===== config.mk =====
export PLATFORM = sky130hd
export DESIGN_NAME = dmem_core
export DESIGN_NICKNAME = d
export VERILOG_FILES = /design/src/rtl/dmem_pkg.sv /design/src/rtl/dmem_cmd_decode.sv /design/src/rtl/dmem_ptr_unit.sv /design/src/rtl/dmem_array.sv /design/src/rtl/dmem_core.sv
export SDC_FILE = /design/constraint.sdc
export NUM_CORES = 2
export LEC_CHECK = 0
export ABC_AREA = 1
export BUFFER_PORTS_ARGS = -buffer_cell sky130_fd_sc_hd__buf_4
export CAP_MARGIN = 5
export CORE_MARGIN = 1
export CORE_UTILIZATION = 55
export DETAILED_ROUTE_END_ITERATION = 8
export HOLD_SLACK_MARGIN = 0.1
export PLACE_DENSITY = 0.69
export SLEW_MARGIN = 25
export SYNTH_ARGS = -nofsm -noshare
export SYNTH_HDL_FRONTEND = slang
export SYNTH_HIERARCHICAL = 1
export SYNTH_SLANG_ARGS = --single-unit

===== constraint.sdc =====
create_clock -name clk -period 4.3 [get_ports clk]
set_clock_uncertainty 0.15 [all_clocks]
set_input_delay 0.86 -clock clk [delete_from_list [all_inputs] [get_ports clk]]
set_output_delay 0.86 -clock clk [all_outputs]
set_load 0.01 [all_outputs]

===== src/rtl/dmem_pkg.sv =====
package dmem_pkg;

  typedef enum logic [3:0] {
    OP_NOP   = 4'd0,
    OP_SWAP  = 4'd1,
    OP_UP1   = 4'd2,
    OP_UP2   = 4'd3,
    OP_UP3   = 4'd4,
    OP_DN1   = 4'd5,
    OP_DN2   = 4'd6,
    OP_DN3   = 4'd7,
    OP_READ  = 4'd8,
    OP_LD0   = 4'd9,
    OP_LD1   = 4'd10,
    OP_WRITE = 4'd11
  } dmem_op_e;

  typedef struct packed {
    logic       swap;
    logic       step;
    logic       step_dn;
    logic [1:0] step_mag;
    logic       ld0;
    logic       ld1;
    logic       rd;
    logic       wr;
  } dmem_ctl_t;

endpackage


===== src/rtl/dmem_cmd_decode.sv =====
module dmem_cmd_decode
  import dmem_pkg::*;
(
  input  logic       cmd_valid,
  input  logic       sample_start,
  input  logic [3:0] cmd_op,
  output dmem_ctl_t  ctl
);

  logic accept;
  assign accept = cmd_valid && !sample_start;

  always_comb begin
    ctl = '0;
    if (accept) begin
      case (cmd_op)
        OP_SWAP:  ctl.swap = 1'b1;
        OP_UP1:   begin ctl.step = 1'b1; ctl.step_mag = 2'd1; end
        OP_UP2:   begin ctl.step = 1'b1; ctl.step_mag = 2'd2; end
        OP_UP3:   begin ctl.step = 1'b1; ctl.step_mag = 2'd3; end
        OP_DN1:   begin ctl.step = 1'b1; ctl.step_dn = 1'b1; ctl.step_mag = 2'd1; end
        OP_DN2:   begin ctl.step = 1'b1; ctl.step_dn = 1'b1; ctl.step_mag = 2'd2; end
        OP_DN3:   begin ctl.step = 1'b1; ctl.step_dn = 1'b1; ctl.step_mag = 2'd3; end
        OP_READ:  ctl.rd  = 1'b1;
        OP_LD0:   ctl.ld0 = 1'b1;
        OP_LD1:   ctl.ld1 = 1'b1;
        OP_WRITE: ctl.wr  = 1'b1;
        default:  ctl = '0;
      endcase
    end
  end

endmodule


===== src/rtl/dmem_ptr_unit.sv =====
module dmem_ptr_unit
  import dmem_pkg::*;
#(
  parameter int ADDR_W    = 7,
  parameter int DP1_START = 64
) (
  input  logic              clk,
  input  logic              rst,
  input  logic              ring_mode,
  input  logic              sample_start,
  input  dmem_ctl_t         ctl,
  input  logic [ADDR_W-1:0] bus_addr,
  output logic [ADDR_W-1:0] ptr0,
  output logic [ADDR_W-1:0] ptr1,
  output logic              act_sel,
  output logic [ADDR_W-1:0] ring_start,
  output logic [ADDR_W-1:0] act_addr
);

  localparam logic [ADDR_W-1:0] START1 = ADDR_W'(DP1_START);
  localparam logic [ADDR_W-1:0] ONE    = ADDR_W'(1);

  logic [ADDR_W-1:0] ptr_q [2];
  logic [ADDR_W-1:0] base_q;
  logic [ADDR_W-1:0] start_q;
  logic [ADDR_W-1:0] start_next;
  logic [ADDR_W-1:0] mag_w;
  logic [ADDR_W-1:0] delta;
  logic [ADDR_W-1:0] load_val;
  logic [1:0]        ld_v;

  assign start_next = ring_mode ? base_q : '0;
  assign mag_w      = ADDR_W'(ctl.step_mag);
  assign delta      = ctl.step_dn ? ('0 - mag_w) : mag_w;
  assign load_val   = ring_mode ? (bus_addr + start_q) : bus_addr;
  assign ld_v       = {ctl.ld1, ctl.ld0};

  // Ring base counter and the start address of the current sample
  always_ff @(posedge clk) begin
    if (rst) begin
      base_q  <= '0;
      start_q <= '0;
    end else if (sample_start) begin
      base_q  <= base_q + ONE;
      start_q <= start_next;
    end
  end

  always_ff @(posedge clk) begin
    if (rst)               act_sel <= 1'b0;
    else if (sample_start) act_sel <= 1'b0;
    else if (ctl.swap)     act_sel <= ~act_sel;
  end

  for (genvar g = 0; g < 2; g++) begin : g_ptr
    localparam logic [ADDR_W-1:0] INIT = (g == 0) ? '0 : START1;
    logic              sel;
    logic [ADDR_W-1:0] p_q;
    logic [ADDR_W-1:0] restart;

    assign sel     = (act_sel == (g == 1));
    assign restart = (g == 0) ? start_next : START1;

    always_ff @(posedge clk) begin
      if (rst)                  p_q <= INIT;
      else if (sample_start)    p_q <= restart;
      else if (ld_v[g])         p_q <= load_val;
      else if (ctl.swap && sel) p_q <= p_q + ONE;
      else if (ctl.step && sel) p_q <= p_q + delta;
    end

    assign ptr_q[g] = p_q;
  end

  assign ptr0       = ptr_q[0];
  assign ptr1       = ptr_q[1];
  assign ring_start = start_q;
  assign act_addr   = act_sel ? ptr_q[1] : ptr_q[0];

  // swap flips the selection and bumps the pointer being left
  p_swap_bump_r3: assert property (@(posedge clk) disable iff (rst)
    ctl.swap |=> (act_sel != $past(act_sel)) &&
      (act_sel ? (ptr_q[0] == ADDR_W'($past(ptr_q[0]) + ONE)) && (ptr_q[1] == $past(ptr_q[1]))
               : (ptr_q[1] == ADDR_W'($past(ptr_q[1]) + ONE)) && (ptr_q[0] == $past(ptr_q[0]))));

  // a strobe restarts both pointers and selects pointer 0
  p_restart_r6: assert property (@(posedge clk) disable iff (rst)
    sample_start |=> (ptr_q[1] == START1) && !act_sel && (ptr_q[0] == ring_start));

  // the ring base advances by one per strobe
  p_base_step_r6: assert property (@(posedge clk) disable iff (rst)
    sample_start |=> base_q == ADDR_W'($past(base_q) + ONE));

  // a step leaves the inactive pointer alone
  p_step_other_r2: assert property (@(posedge clk) disable iff (rst)
    ctl.step |=> $stable(act_sel) && (act_sel ? $stable(ptr_q[0]) : $stable(ptr_q[1])));

endmodule


===== src/rtl/dmem_array.sv =====
module dmem_array #(
  parameter int ADDR_W = 7,
  parameter int DATA_W = 24
) (
  input  logic              clk,
  input  logic              rst,
  input  logic              we,
  input  logic              re,
  input  logic [ADDR_W-1:0] addr,
  input  logic [DATA_W-1:0] wdata,
  output logic [DATA_W-1:0] rdata,
  output logic              rvalid
);

  localparam int DEPTH = 1 << ADDR_W;

  logic [DATA_W-1:0] mem [DEPTH];

  // Single-port array, registered read: maps onto one block RAM
  always_ff @(posedge clk) begin
    if (we) mem[addr] <= wdata;
    if (re) rdata <= mem[addr];
  end

  always_ff @(posedge clk) begin
    if (rst) rvalid <= 1'b0;
    else     rvalid <= re;
  end

  // read data is flagged exactly one clock after the request
  p_rd_latency_r7: assert property (@(posedge clk) disable iff (rst)
    re |=> rvalid);
  p_rd_quiet_r7: assert property (@(posedge clk) disable iff (rst)
    !re |=> !rvalid);

  // Read and write never share a cycle
  p_rw_excl: assert property (@(posedge clk) disable iff (rst)
    !(we && re));

endmodule


===== src/rtl/dmem_core.sv =====
module dmem_core
  import dmem_pkg::*;
#(
  parameter int ADDR_W    = 7,
  parameter int DATA_W    = 24,
  parameter int DP1_START = 64
) (
  input  logic              clk,
  input  logic              rst,
  input  logic              ring_mode,
  input  logic              sample_start,
  input  logic              cmd_valid,
  input  logic [3:0]        cmd_op,
  input  logic [DATA_W-1:0] bus_in,
  output logic [DATA_W-1:0] rd_data,
  output logic              rd_valid,
  output logic              act_sel,
  output logic [ADDR_W-1:0] ptr0,
  output logic [ADDR_W-1:0] ptr1,
  output logic [ADDR_W-1:0] ring_start
);

  dmem_ctl_t         ctl;
  logic [ADDR_W-1:0] act_addr;

  dmem_cmd_decode u_dec (
    .cmd_valid    (cmd_valid),
    .sample_start (sample_start),
    .cmd_op       (cmd_op),
    .ctl          (ctl)
  );

  dmem_ptr_unit #(
    .ADDR_W    (ADDR_W),
    .DP1_START (DP1_START)
  ) u_ptr (
    .clk          (clk),
    .rst          (rst),
    .ring_mode    (ring_mode),
    .sample_start (sample_start),
    .ctl          (ctl),
    .bus_addr     (bus_in[ADDR_W-1:0]),
    .ptr0         (ptr0),
    .ptr1         (ptr1),
    .act_sel      (act_sel),
    .ring_start   (ring_start),
    .act_addr     (act_addr)
  );

  dmem_array #(
    .ADDR_W (ADDR_W),
    .DATA_W (DATA_W)
  ) u_mem (
    .clk    (clk),
    .rst    (rst),
    .we     (ctl.wr),
    .re     (ctl.rd),
    .addr   (act_addr),
    .wdata  (bus_in),
    .rdata  (rd_data),
    .rvalid (rd_valid)
  );

  // undefined opcodes touch no pointer state
  p_undef_hold_r9: assert property (@(posedge clk) disable iff (rst)
    (cmd_valid && (cmd_op > 4'd11) && !sample_start)
      |=> $stable(ptr0) && $stable(ptr1) && $stable(act_sel));

  // idle cycles touch no pointer state
  p_idle_hold_r9: assert property (@(posedge clk) disable iff (rst)
    (!cmd_valid && !sample_start) |=> $stable(ptr0) && $stable(ptr1) && $stable(act_sel));

  // a write leaves the pointers where they were
  p_wr_hold_r8: assert property (@(posedge clk) disable iff (rst)
    (cmd_valid && (cmd_op == OP_WRITE) && !sample_start)
      |=> $stable(ptr0) && $stable(ptr1) && $stable(act_sel));

  // a strobe suppresses any read issued with it
  p_strobe_wins_r10: assert property (@(posedge clk) disable iff (rst)
    sample_start |=> !rd_valid);

endmodule


==> impl_metrics.yaml <==
run_status:
  status: "completed"
power_and_ir_drop:
  combPwrFrac: 0.091
  total_power_mw: 67.4
  clkPwrFrac: 0.411
  p_sw_mw: 16.2
  power.share.switching: 0.240
  intPower_mw: 51.2
  vdd_drop_max_v: 0.000386
  power_frac_seq: 0.498
  cellPowerDensity_nw_per_um2: 450
  p_leak_nw: 62.4
detailed_routing:
  via_count: 93900
  dr.pass1.iters: 6
  drc: 0
  drt_iter0_drc: 12100
  vias_per_cell: 5.58
  routedWlPerCell_um: 22.9
  ant_nets: 0
  wl_mm: 385
clock_tree:
  path_clk_slew_ps: 60
  clkLatencyLatePin_ps: 910
  root_buffer: "clkbuf_16"
  post_cts_buffers: 0
  cts_sinks: 3126
  cts_tree: "built"
  cts_max_level: 5
  clk_path_buf_depth: 4
  cts_buffers: 333
place:
  hpwl_mm: 222
  globalplace.congestion: 0.929
  dpl.cell_count: 16200
  portBuffers: 79
  place_ws_ps: 300
floorplanning:
  die_width_um: 494
  ios: 80
  die_y_um: 494
  die-area_um2: 244000
  initial_utilization: 0.553
  core_um2: 240000
  fp-row-count: 180
timing:
  slew_violations: 0
  setup_ws_ps: 138
  setup_viol: 0
  worst_pin_slew_ps: 1030
  relSlewSlack: 0.315
  fin_crit_sh: 0.968
  max_clock_freq_mhz: 240
  min_period_ps: 4160
  hold_viol_final: 0
  hold_slack_ps: 175
logic_synthesis:
  synth-seq-area-share: 0.704
  synth_area_um2: 133000
  synthSimpleGateAreaFrac: 0.262
  yosys_warnings: 6
  synth_edf_count: 3096
  synth_ff_type: "edfxtp_1"
  netlist_instances: 13200
  synth-seq-cells: 3126
  synth_mux_area_frac: 0
  postSynthAreaPerCell_um2: 10.0
  synthDistinctLibCells: 36
  async_reset_ff_frac: 0
  synth_top_family_by_area: "simple AND/OR/NAND/NOR gates"
  synth-xor-area-share: 0.000395
  synth-adder-area-share: 0.00158
  syn_nets: 13300
  synth_compound_area_frac: 0.00354
worst_hold_path:
  min-delay-start: "bus_in[12]"
  hp-class: "in2reg"
  whs_path_depth: 1
  hold_end: "u_mem/mem[13][12]"
global_route:
  grt_start_max_net_pins: 163
  antenna_found_initial: 9
  grt_usage: 0.314
  gr-total-overflow: 0
  grt_pass1_wl_mm: 565
  grt_pass1_vias: 87800
worst_setup_path:
  crit_fanout: 80
  cp.arrival_ps: 4820
  crit_type: "reg2reg"
  rrSetupSlack_ps: 140
  worst_r2r_startpoint: "u_ptr/act_sel"
  required_ps: 4960
  r2r_cells: 19
  critPathCaptureType: "register"
  startpoint_type: "register"
  r2r_end: "u_mem/rdata[17]"
cells_and_area:
  area_delta_synth_final_pct: 12.7
  drive_gt1_frac: 0.0820
  num-nets-final: 13400
  final_common_cell: "nand2_1"
  most-common-layout-cells: "nand2_1 (8655), edfxtp_1 (3096), buf_4 (348)"
  stdcell_count: 16800
flow_run:
  max-cap-violations: 0
[cell type report]
type	instances	area [um2]
clock inverter	171	1640
inverter	127	510
timing repair buffer	493	5410
tap	3185	3990
clock buffer	409	8750
multi-input combinational	9317	35900
fill	18700	90500
sequential	3126	93600
antenna	8	20.0
[worst max path at each step]
stage                     cells after the start     startpoint                 to  slack (ps)
after floorplan                              13  u_ptr/act_sel  u_mem/mem[106][0]         710
after global placement                       19  u_ptr/act_sel     u_mem/rdata[0]         310
after detailed placement                     19  u_ptr/act_sel    u_mem/rdata[17]         300
after CTS                                    19  u_ptr/act_sel    u_mem/rdata[17]         280
after global routing                         19  u_ptr/act_sel    u_mem/rdata[17]          -3
final                                        19  u_ptr/act_sel    u_mem/rdata[17]         140
[power by group through the flow]
stage,combinational (mW),sequential [mW],clock (mW)
2_1_floorplan,3.37,34.2,0
5_1_grt,6.62,33.5,29.0
3_5_place_dp,5.98,34.2,0
6_report,6.14,33.5,27.7
3_3_place_gp,5.91,34.2,0
4_1_cts,6.02,33.5,28.0
[metrics by stage]
step                      TNS, ps  cell area [um2]   util
after floorplan                 0           133000      -
after global placement          0           139000  0.580
after detailed placement        0           139000  0.580
after CTS                       0           150000  0.623
after global routing        -2.57           150000  0.623
final                           0           150000  0.623
[cell families (layout without fill, tap and decap cells)]
group | count (synthesis) | after routing
xor gates and xnor gates | 6 | 6
other | 0 | 8
buffers and inverters | 785 | 1200
adders and majority gates | 15 | 15
and+or+nand+nor | 9211 | 9211
DFF | 3126 | 3126
AOI/OAI and AO/OA | 85 | 85
[routing by layer]
layer,track usage,wire [um]
met1,0.443,151000
met2,0.486,176000
met3,0.0404,38400
met4,0.152,20400
met5,0,0
[Yosys cell counts, types with 7 or more instances]
| library cell | count | area (um2) |
|---|---|---|
| edfxtp_1 | 3096 | 93000 |
| a21oi_1 | 28 | 140 |
| inv_2 | 7 | 26.3 |
| inv_1 | 116 | 435 |
| buf_2 | 293 | 1470 |
| buf_4 | 98 | 736 |
| clkbuf_1 | 205 | 769 |
| nor2_1 | 440 | 1650 |
| o21ai_0 | 39 | 195 |
| dfxtp_1 | 30 | 601 |
| buf_1 | 42 | 158 |
| nand3_1 | 67 | 335 |
| nand2_1 | 8665 | 32500 |
| ha_1 | 12 | 150 |
| or2_2 | 12 | 75.1 |
| buf_6 | 19 | 214 |
[state kept, by name, summed over array words and instances, names as in the netlist]
register / flops
u_mem/rvalid: 1
u_ptr/ring_start: 7
u_ptr/base_q: 7
u_mem/mem: 3072
u_ptr/ptr0: 7
u_ptr/ptr1: 7
u_mem/rdata: 24
u_ptr/act_sel: 1
[critical path, cell delays in order, from the launching register on]
cell and delay [ps]:
dfxtp_1 310, buf_4 200, inv_2 90, nand2_1 110, nand2_4 250, inv_16 470
buf_12 270, buf_4 380, nand2_1 100, nand2_1 70, nand2_1 50, nand2_1 110
nand2_1 50, nand2_1 80, nand2_1 80, nand2_1 350, nor2_1 160, nor2_1 480
nor2_1 120, nand2_1 90
[timing repair]
item / in CTS / in global routing
setup endpoints to repair: 0 / 1
hold endpoints to repair: 9 / 0
gates resized for setup: 0 / 1
hold buffers: 2 / 0
No activity file was read; power rests on OpenSTA's default activity.
